[config.mk]
export PLATFORM = sky130hd
export DESIGN_NAME = nco_timepulse
export DESIGN_NICKNAME = d
export VERILOG_FILES = /design/src/rtl/nco_tp_pkg.sv /design/src/rtl/nco_tp_wordcheck.sv /design/src/rtl/nco_tp_phase.sv /design/src/rtl/nco_timepulse.sv
export SDC_FILE = /design/constraint.sdc
export NUM_CORES = 1
export LEC_CHECK = 0
export ABC_AREA = 1
export ABC_CLOCK_PERIOD_IN_PS = 8250
export CAP_MARGIN = 40
export CORE_ASPECT_RATIO = 1.5
export CORE_MARGIN = 8
export CORE_UTILIZATION = 45
export CTS_CLUSTER_DIAMETER = 200
export CTS_CLUSTER_SIZE = 12
export DETAILED_ROUTE_END_ITERATION = 16
export DONT_BUFFER_PORTS = 1
export GPL_TIMING_DRIVEN = 0
export PLACE_DENSITY_LB_ADDON = 0.12
export SLEW_MARGIN = 20
export SYNTH_ARGS = -nofsm -noshare
export SYNTH_HDL_FRONTEND = slang
export SYNTH_SLANG_ARGS = --single-unit
[constraint.sdc]
create_clock -name clk_i -period 8.25 [get_ports clk_i]
set_clock_uncertainty 0.2 [all_clocks]
set_input_delay 0 -clock clk_i [delete_from_list [all_inputs] [get_ports clk_i]]
set_output_delay 0 -clock clk_i [all_outputs]
set_load 0.01 [all_outputs]
[src/rtl/nco_tp_pkg.sv]
package nco_tp_pkg;
    localparam int unsigned DEF_CLK_HZ = 48_000_000;
    localparam int unsigned DEF_MAX_HZ = 10_000_000;
    localparam int unsigned DEF_FW_W   = 24;

    typedef enum logic [1:0] {
        ACT_HOLD,
        ACT_LOAD,
        ACT_STEP
    } nco_act_e;
endpackage

[src/rtl/nco_tp_wordcheck.sv]
module nco_tp_wordcheck #(
    parameter int unsigned FW_W   = 24,
    parameter int unsigned MAX_HZ = 10_000_000
) (
    input  logic [FW_W-1:0] word_i,
    output logic            ok_o
);
    localparam logic [FW_W:0] LIMIT = (FW_W+1)'(MAX_HZ);

    always_comb begin
        ok_o = (word_i != '0) && ({1'b0, word_i} <= LIMIT);
    end
endmodule

[src/rtl/nco_tp_phase.sv]
module nco_tp_phase #(
    parameter int unsigned ACC_W  = 26,
    parameter int unsigned FW_W   = 24,
    parameter int unsigned CLK_HZ = 48_000_000
) (
    input  logic [ACC_W-1:0] acc_i,
    input  logic [FW_W-1:0]  freq_i,
    output logic [ACC_W-1:0] acc_o,
    output logic             roll_o
);
    localparam int unsigned SUM_W = ((ACC_W > FW_W + 1) ? ACC_W : FW_W + 1) + 1;
    localparam logic [SUM_W-1:0] MODULUS = SUM_W'(CLK_HZ);

    logic [SUM_W-1:0] incr;
    logic [SUM_W-1:0] sum;

    always_comb begin
        incr   = SUM_W'({freq_i, 1'b0});
        sum    = SUM_W'(acc_i) + incr;
        roll_o = (sum >= MODULUS);
        acc_o  = roll_o ? ACC_W'(sum - MODULUS) : ACC_W'(sum);
    end
endmodule

[src/rtl/nco_timepulse.sv]
module nco_timepulse
    import nco_tp_pkg::*;
#(
    parameter int unsigned CLK_HZ = DEF_CLK_HZ,
    parameter int unsigned MAX_HZ = DEF_MAX_HZ,
    parameter int unsigned FW_W   = DEF_FW_W
) (
    input  logic            clk_i,
    input  logic            rst_ni,
    input  logic            en_i,
    input  logic            slip_i,
    input  logic            load_i,
    input  logic [FW_W-1:0] word_i,
    output logic            pulse_o,
    output logic            wrap_o
);
    localparam int unsigned ACC_W = $clog2(CLK_HZ);

    typedef struct packed {
        logic [ACC_W-1:0] acc;
        logic [FW_W-1:0]  freq;
        logic             valid;
        logic             pulse;
        logic             wrap;
    } nco_state_t;

    nco_state_t st_d, st_q;
    nco_act_e   act;
    logic             word_ok;
    logic [ACC_W-1:0] acc_next;
    logic             roll;

    nco_tp_wordcheck #(.FW_W(FW_W), .MAX_HZ(MAX_HZ)) u_check (
        .word_i (word_i),
        .ok_o   (word_ok)
    );

    nco_tp_phase #(.ACC_W(ACC_W), .FW_W(FW_W), .CLK_HZ(CLK_HZ)) u_phase (
        .acc_i  (st_q.acc),
        .freq_i (st_q.freq),
        .acc_o  (acc_next),
        .roll_o (roll)
    );

    always_comb begin
        if (load_i)                            act = ACT_LOAD;
        else if (st_q.valid && en_i && !slip_i) act = ACT_STEP;
        else                                   act = ACT_HOLD;

        st_d      = st_q;
        st_d.wrap = 1'b0;
        case (act)
            ACT_LOAD: begin
                st_d.freq  = word_i;
                st_d.valid = word_ok;
                st_d.acc   = '0;
                st_d.pulse = 1'b0;
            end
            ACT_STEP: begin
                st_d.acc = acc_next;
                if (roll) begin
                    st_d.pulse = ~st_q.pulse;
                    st_d.wrap  = 1'b1;
                end
            end
            default: ;
        endcase
    end

    always_ff @(posedge clk_i or negedge rst_ni) begin
        if (!rst_ni) st_q <= '0;
        else         st_q <= st_d;
    end

    assign pulse_o = st_q.pulse;
    assign wrap_o  = st_q.wrap;
endmodule

==> metrics.txt, run 1 <==
Vias per Instance=~5.1; class of the worst hold path=in2async; syn nets=859; Initial Util=45.75%; vias in the first global route=approximately 5100; Final Max Slew Viols=0; H-tree levels=2; Setup crit start kind=flip-flop; DIE HEIGHT=approximately 140 µm; Post CTS Setup Buffer Count=0; slowest cell delay on critical path=410 ps; Clock Sinks=52; drt pass-1 iters=5; CP cell instances=ha_1, inv_1, fa_1, inv_1, nand3_1, nand2_2, nand2_1, nand2_1, nand2_1, nand2_1, nand2_1, nor3_1, nand3_1, nor2_1, nand2_2, nand3_4, buf_6, nand2_1, nand3_1, nand2_1; Hold Fails Final Rpt=0; CP required=8240 ps; FF-to-FF Start=st_q[3]$_DFFE_PN0P_; maximum number of pins on one net before global-route repair=53; Async SR Flop Fraction=100.0%; Critical-path top delay cell=fa_1; Clk Latency, worst-skew pair=around 300 ps; syn avg cell area=5.993 µm²; Syn Inst Count=~800; Clock Path Buffers=2; Num CTS Buffers=5; CTS tree=yes; First DRT Iteration DRCs=341; number of synthesized flops with an enable pin=0; unique cell type count in the Yosys netlist=35; max_cap viols=0; Worst Path Arrival=3460 ps; synthesized area=just under 5000 µm²; hpwl dp=12370 µm; RSZ-0062 raised after global routing=false; peak supply drop=0.1223 mV; outcome=complete, no violations; gp weighted congestion=0.9566; Setup-failing EPs final=0; Inst Count DP=948; Die Width=100.5 µm; initial antenna violation count=0; Yosys top cell area share=28.43%; full die area=14340 µm²; most area-hungry cell type in the Yosys netlist=nand2_1; routed length per instance=15.44 µm; Final period util=between 40% and 50%; GR Overflow Total=0; Detail Route Antenna Nets=0; clock root cell=clkbuf_16; antenna diode count=0; register bit total from synthesis=52; CP Launch Point=st_q[3]$_DFFE_PN0P_; setup ws final=4789 ps; Post-Route Utilization=between 50 and 60%; first-pass GRT wire length=24920 µm; CP endpoint kind=flip-flop; Ports=31; Synth-to-Final Area Change=14.83%; Crit path top cell by count=nand2_1; Crit Path Category=reg2reg; pre-CTS setup slack=4795 ps; share of cells above drive strength 1=roughly 4.8%; Total Wirelength=15320 µm; pwr dens=around 140 nW/µm²; max_slew headroom=58.91%; fin nets=902; Critical Path Fanout Max=10; core area=approximately 11000 µm²; Main synth FF type=dfrtp_1; Synth area leaders=nand2_1 (28%), dfrtp_1 (27%), inv_1 (9.1%); Clock Pin Slew Worst Setup and Hold Paths=80 ps; Max Freq=288.9 MHz; via count=5051; final std cells w/o fill=992; Seq/Total Area, Yosys=27.01%; Tot GR Track Use=22.37%; static leakage=about 3.1 nW; worst hold margin=2.386 ps; Post-route DRC=0; # port buffers=0; synth warn=0; # rows=46; CTS resizes=0; Final Critical Period=3461 ps; setup_tns=0 ps; cts hold-fix bufs=35; Slew @ Worst Pin=approximately 620 ps
per-layer routing:
layer  track usage, %  vias to the layer above  share of wire, %
li1                 -                     2619                 -
met1            23.37                     2264                38
met2            41.23                      127                52
met3            2.534                       41               3.7
met4            14.08                        0               6.0
met5                0                        -                 0
area by class of cell:
class                      count  area (µm²)
buffer                        12       58.81
clock buffer                   5       125.1
clock inverter                 3       33.78
fill                        1087        5000
inverter                     121       454.2
multi-input combinational    619        3004
sequential                    52        1301
tap                          144       180.2
timing repair buffer          36       375.4
sequential cells by signal (all words and copies together) (netlist names):
signal	cells
pulse_o	1
wrap_o	1
st_q	50
synth_stat cells, types with 3 or more instances:
cell        n
a21oi_1    18
and2_1      3
clkbuf_1    8
dfrtp_1    52
ha_1       25
inv_1     117
nand2_1   365
nand2_2    12
nand3_1    55
nand3b_1    9
nand4_1    30
nor2_1     41
nor2_2      7
nor3_1      5
nor4_1      4
o21ai_0    18
xor2_1     11
placed cells by master, fill, tap and decap left out, types with 3 or more instances in the layout:
cell / n
a21oi_1: 18
and2_1: 3
clkbuf_1: 8
clkbuf_16: 5
dfrtp_1: 52
dlygate4sd3_1: 34
ha_1: 25
inv_1: 117
nand2_1: 365
nand2_2: 12
nand3_1: 55
nand3b_1: 9
nand4_1: 30
nor2_1: 41
nor2_2: 7
nor3_1: 5
nor4_1: 4
o21ai_0: 18
xor2_1: 11
where the power goes:
part	leakage [nW]	total [mW]	internal [mW]	switching, mW
clock network	0.0772	0.224	0.117	0.107
registers	0.677	0.285	0.271	0.0147
logic	2.38	0.245	0.0844	0.160
total	3.14	0.754	0.472	0.282
worst max-delay path: cells and delay by family, from the launching register on:
kind                       cells  cell delay, ps
and+or+nand+nor               15            1810
buffers and inverters          3             300
DFF                            1             390
adders and majority gates      2             640
through the flow:
step	cell area (µm²)	total power, mW
floorplan	4818	0.4504
global placement	4999	0.5068
detailed placement	4999	0.5106
CTS	5525	0.7585
global route	5533	0.7991
finish	5533	0.7544
cells by family after synthesis:
logic type	count (synthesis)	synth area share, %
adder cells (fa/ha/maj)	26	6.907
AND/OR/NAND/NOR	536	47.73
XOR/XNOR	12	2.181
buffers and inverters	133	10.65
flip-flops	52	27.01
AO/OA/AOI/OAI	45	5.531
final timing paths:
check / endpoint / slack, ps / cells after the start
worst min-delay path: st_q[52]$_DFFE_PN0P_ / 2 / 2
worst min register to register: st_q[17]$_DFFE_PN0P_ / 290 / 2
max in group asynchronous: st_q[35]$_DFFE_PN0P_ / 7590 / 2
worst max-delay path: st_q[42]$_DFFE_PN0P_ / 4790 / 20
min in group clk_i: st_q[38]$_DFFE_PN0P_ / 20 / 5
worst max register to register: st_q[42]$_DFFE_PN0P_ / 4790 / 20
(Power assumes the default switching activity.)
==> run 2: changes to the inputs <==
- ABC_CLOCK_PERIOD_IN_PS: 8250 -> 2800
- clock period: 8.25 -> 2.8 ns (I/O delays scaled with it)
==> run 2 against run 1 <==
Effect of this change:
- the flow now finishes with violations (negative hold slack, negative setup slack)
- total power grew to 3.3 times the previous value
- clock power grew to 3.0 times the previous value
- die area stayed put
- final cell count is 3.3% higher
- worst hold slack worse by 19 ps
- maximum frequency is 17% higher
- routed wire length is 11% higher
- via count is 8.0% higher
- sequential share of layout area is 3.5 points lower
- final area is 18% higher
- global-route usage is 1.1 points higher
- combinational power grew to 4.0 times the previous value
- critical endpoint is now st_q[37]$_DFFE_PN0P_
==> metrics.txt, run 2 (synthesis gave the netlist of run 1 again) <==
core area=10530 µm²; number of flip-flops in the largest register=50; Final period util=105.8%; GRT busiest layer=met2; first-pass GRT wire length=26100 µm; DIE HEIGHT=142.7 µm; First DRT Iteration DRCs=350; Crit Path Category=reg2reg; CTS tree=yes; Detail Route Antenna Nets=0; Die Width=~100 µm; max_slew headroom=60.61%; gp weighted congestion=0.9975; maximum number of pins on one net before global-route repair=53; Ports=31; Final Max Slew Viols=0; Initial Util=45.75%; failing checks=negative hold slack, negative setup slack; via count=5457; # rows=46; Clock Path Buffers=2; peak supply drop=0.4816 mV; most frequent cells in the layout=nand2_1 (310), inv_1 (113), nand2_2 (55), dfrtp_1 (46), dlygate4sd3_1 (34); vias in the first global route=5258; routed length per instance=roughly 17 µm; fin nets=~940; most common cell after layout, fill and taps aside=nand2_1; M1 GR Usage=24.91%; Hold Crit Start=slip_i; Setup crit start kind=flip-flop; initial antenna violation count=0; M3 GR Usage=between 2 and 3%; Fill cells=between 900 and 1000; pwr dens=385.2 nW/µm²; drt pass-1 iters=4; Tot GR Track Use=23.43%; Slew @ Worst Pin=590.9 ps; H-tree levels=2; footprint of the multi-input gates=3741 µm²; cell area after layout=6553 µm²; M2 GR Usage=41.72%; Biggest register=st_q; Vias per Instance=5.324; hpwl dp=12580 µm; outcome=complete, but fails checks; Num CTS Buffers=5; placed cell areas=between 5000 and 6000 µm²; GR Overflow Total=0; Inst Count DP=between 900 and 1000; class of the worst hold path=in2reg; static leakage=3.390 nW; Setup-failing EPs final=18; antenna diode count=0; setup ws final=-161.7 ps; final std cells w/o fill=1025; CP endpoint kind=flip-flop; Hold Fails Final Rpt=5; full die area=14340 µm²; Clock Pin Slew Worst Setup and Hold Paths=80 ps; FF-to-FF Start=st_q[3]$_DFFE_PN0P_; Synth-to-Final Area Change=35.99%; max_cap viols=0; FF/Latch Area=1309 µm²; worst hold margin=-16.36 ps; Post-route DRC=0; Clk Latency, worst-skew pair=300 ps; # port buffers=0; RSZ-0062 raised after global routing=true; Final Critical Period=2962 ps; CP required=about 2800 ps; Max Freq=337.6 MHz; clock root cell=clkbuf_16; Critical Path Fanout Max=6; CP Launch Point=st_q[3]$_DFFE_PN0P_; Clock Sinks=52; Total Wirelength=17040 µm; Worst Path Arrival=2950 ps; share of cells above drive strength 1=23.95%
## run 2: cell types whose count changed in the layout (fill, tap and decap cells not counted), moves of 6 or more
cell / delta
nand2_1: -55
nand2_2: +43
buf_4: +29
ha_1: -23
ha_4: +23
nand3_1: -23
nand3_2: +22
nor2_1: -17
nand2_4: +12
nor2_2: +10
nor2_4: +7
buf_6: +6
dfrtp_1: -6
dfrtp_2: +6
## run 2: layout make-up
class	count	share of cell area (%)
multi-input combinational	619	57.09
clock buffer	5	1.909
tap	144	2.750
timing repair buffer	69	9.853
sequential	52	19.97
clock inverter	3	0.5156
buffer	12	0.9738
inverter	121	6.931
## run 2: final timing paths
check                           depth (start not counted)                   end  slack [ps]
worst max-delay path                                   20  st_q[37]$_DFFE_PN0P_        -160
worst min-delay path                                    5      wrap_o$_DFF_PN0_         -20
worst max register to register                         20  st_q[37]$_DFFE_PN0P_        -160
worst min register to register                          2  st_q[51]$_DFFE_PN0P_         330
max in group asynchronous                               2  st_q[30]$_DFFE_PN0P_        2120
min in group asynchronous                               2  st_q[52]$_DFFE_PN0P_         -10
## run 2: worst max-delay path, stage by stage, from the launching register on
cell	delay [ps]
dfrtp_2	420
ha_4	150
inv_2	40
fa_2	350
inv_2	80
nand3_4	90
nand2_4	120
nand2_2	80
nand2_4	80
nand2_1	80
nand3_2	70
nand2_2	90
nor2_4	130
nand2_4	80
a21oi_4	190
nand2_4	100
nand3_4	150
buf_6	160
nand2_2	60
nand3_2	50
nand2_1	50
## run 2: where the power goes
part | internal [mW] | switching, mW
Sequential | 0.799 | 0.0626
Clock | 0.346 | 0.335
Combinational | 0.393 | 0.589
## run 2: per-stage QoR
stage	setup TNS [ps]	hold WS [ps]	worst slack (ps)	utilization [%]	total power [mW]
3_3_place_gp	-9124	-491.3	-558.5	47.48	1.496
6_report	-2243	-16.36	-161.7	62.21	2.524
5_1_grt	-4916	11.19	-300.9	62.21	2.647
4_1_cts	-2863	19.56	-195.7	57.71	2.382
2_1_floorplan	0	-495.6	4.639	-	1.327
3_5_place_dp	-10030	-491.2	-608.8	47.48	1.508
## run 2: per-layer routing
metal | vias up | wire [µm]
li1 | 2668 | -
met1 | 2509 | 6405
met5 | - | 0
met4 | 0 | 1319
met2 | 208 | 8709
met3 | 72 | 604
## run 2: repair_timing
item                       in CTS  in global routing
resized for setup              90                 94
hold endpoints to repair       78                  0
gates cloned                    1                  0
setup endpoints to repair      18                 18
pin swaps                      35                 47
setup buffers                  21                 11
hold buffers                   35                  0
==> run 3: changes to the inputs <==
- CORE_UTILIZATION: 45 -> 50
==> run 3 against run 2 <==
Effect of this change:
- the run ends with negative setup slack left
- register-to-register slack worse by 30 ps
- sequential power is 1% lower
- clock-buffer cell count stayed put
- sequential share of layout area is 0.71 points higher
- non-clock buffer count is 9 lower
- final area is 4.0% lower
- sequential cell count stayed put
- largest cell class unchanged
- largest power group unchanged
==> metrics.txt, run 3 (synthesis gave the netlist of run 1 again) <==
# rows=44; Setup-failing EPs final=18; FF-to-FF Start=st_q[3]$_DFFE_PN0P_; CP endpoint kind=flip-flop; First DRT Iteration DRCs=262; setup_tns=-2881 ps; Clock Sinks=52; clock root cell=clkbuf_16; Post-Route Utilization=66.07%; Worst R2R Path Depth=20; RR Endpoint=st_q[51]$_DFFE_PN0P_; share of cells above drive strength 1=between 20 and 25%; max_cap viols=0; static leakage=3.382 nW; Fill cells=857; hpwl dp=12190 µm; Vias per Instance=between 5 and 6; full die area=13100 µm²; maximum number of pins on one net before global-route repair=53; routed length per instance=16.30 µm; worst hold margin=between 10 and 15 ps; DIE HEIGHT=roughly 140 µm; Total Wirelength=16090 µm; Final period util=106.9%; Final Critical Period=2993 ps; R2R Setup Slk=-190 ps; Ports=31; via count=roughly 5300; vias in the first global route=5103; pwr dens=386.2 nW/µm²; Largest delay share family, worst path=simple AND/OR/NAND/NOR gates; most frequent cells in the layout=nand2_1 (321), inv_1 (112), dfrtp_1 (52), nand2_2 (41), nand3_1 (37); Post-route DRC=0; slowest cell delay on critical path=about 440 ps; outcome=complete, but fails checks; Initial Util=50.59%; Clock Pin Slew Worst Setup and Hold Paths=80 ps; peak supply drop=0.4846 mV; antenna diode count=0; # port buffers=0; CP required=2800 ps; CTS tree=yes; Hold Fails Final Rpt=0; Max Freq=~330 MHz; Synth-to-Final Area Change=30.59%; GR Overflow Total=0; Crit Path Category=reg2reg; most common cell after layout, fill and taps aside=nand2_1; Worst Path Arrival=2990 ps; fin nets=926; Detail Route Antenna Nets=0; Slew @ Worst Pin=592.9 ps; Die Width=96.15 µm; class of the worst hold path=in2async; core area=9524 µm²; Tot GR Track Use=24.66%; Crit path top cell by count=nand2_1; Inst Count DP=920; Final Max Slew Viols=0; Setup crit start kind=flip-flop; final std cells w/o fill=roughly 990; setup ws final=-192.9 ps; Biggest register=st_q; RSZ-0062 raised after global routing=true; CP bufs+invs=5; Overall Power=2.430 mW; drt pass-1 iters=5; max_slew headroom=between 60% and 70%; H-tree levels=2; first-pass GRT wire length=24650 µm; CP cell instances=ha_4, inv_2, fa_2, inv_2, nand3_4, nand2_4, buf_4, nand3_2, nand3_2, nand2_2, nand2_4, buf_12, nor2_4, a21oi_4, nand3_4, buf_6, nand2_2, nand2_1, nand2_1, nand2_1; initial antenna violation count=0; Clock Path Buffers=2; Num CTS Buffers=5; failing checks=negative setup slack; gp weighted congestion=1.035; number of flip-flops in the largest register=50; Critical Path Fanout Max=6; Critical-path top delay cell=dfrtp_1; Clk Latency, worst-skew pair=300 ps
run 3: changes by cell type in the layout (fill, tap and decap cells not counted), moves of 2 or more:
cell,delta
nand2_2,-14
ha_2,+8
dfrtp_2,-6
dfrtp_1,+6
nand2_4,+3
nand2_1,+11
buf_6,-2
nand3_2,-5
ha_4,-9
nand3_1,+5
buf_4,-8
run 3: area by class of cell:
cell class / instances / area, µm² / share of cell area [%]
buffer: 12 / 63.81 / 1.014
clock buffer: 5 / 125.1 / 1.988
clock inverter: 3 / 33.78 / 0.5369
inverter: 121 / 454.2 / 7.218
multi-input combinational: 619 / 3587 / 57.01
sequential: 52 / 1301 / 20.68
tap: 115 / 143.9 / 2.287
timing repair buffer: 60 / 583.1 / 9.266
run 3: timing repair:
item / 4_1_cts / 5_1_grt
gates cloned: 1 / 0
resized for setup: 60 / 93
hold endpoints to repair: 80 / 0
setup buffers: 12 / 11
hold buffers: 35 / 0
setup endpoints to repair: 18 / 18
pin swaps: 22 / 38
run 3: worst reg2reg max path, stage by stage (launching register included):
cell	delay (ps)
dfrtp_1	440
ha_4	170
inv_2	30
fa_2	350
inv_2	80
nand3_4	90
nand2_4	130
buf_4	130
nand3_2	100
nand3_2	80
nand2_2	60
nand2_4	100
buf_12	110
nor2_4	50
a21oi_4	220
nand3_4	160
buf_6	160
nand2_2	40
nand2_1	40
nand2_1	70
nand2_1	60
run 3: how the worst max path moves through the flow:
stage                               startpoint                   end  slack [ps]  cells after the start
final                      st_q[3]$_DFFE_PN0P_  st_q[51]$_DFFE_PN0P_        -190                     20
after global routing      st_q[11]$_DFFE_PN0P_  st_q[47]$_DFFE_PN0P_        -380                     18
after CTS                  st_q[3]$_DFFE_PN0P_  st_q[42]$_DFFE_PN0P_        -200                     21
after detailed placement   st_q[3]$_DFFE_PN0P_  st_q[44]$_DFFE_PN0P_        -680                     20
after global placement     st_q[3]$_DFFE_PN0P_  st_q[41]$_DFFE_PN0P_        -640                     20
after floorplan            st_q[3]$_DFFE_PN0P_  st_q[40]$_DFFE_PN0P_           5                     20
run 3: per-stage QoR:
step / setup slack, ps / instance area, µm²
6_report: -192.9 / 6292
5_1_grt: -375.6 / 6292
4_1_cts: -198.4 / 5816
3_5_place_dp: -680.1 / 4972
3_3_place_gp: -644.6 / 4965
2_1_floorplan: 4.639 / 4821
run 3: metal layers:
layer | vias up | track usage [%] | routed length, µm
met1 | 2381 | 25.89 | 6151
li1 | 2662 | - | -
met5 | - | 0 | 0
met3 | 71 | 3.759 | 629
met4 | 0 | 17.51 | 1350
met2 | 159 | 43.05 | 7957
run 3: power by group:
group / switching (mW) / total [mW] / internal (mW)
clock network: 0.319 / 0.664 / 0.345
registers: 0.0540 / 0.851 / 0.797
logic: 0.557 / 0.915 / 0.358
total: 0.930 / 2.43 / 1.50
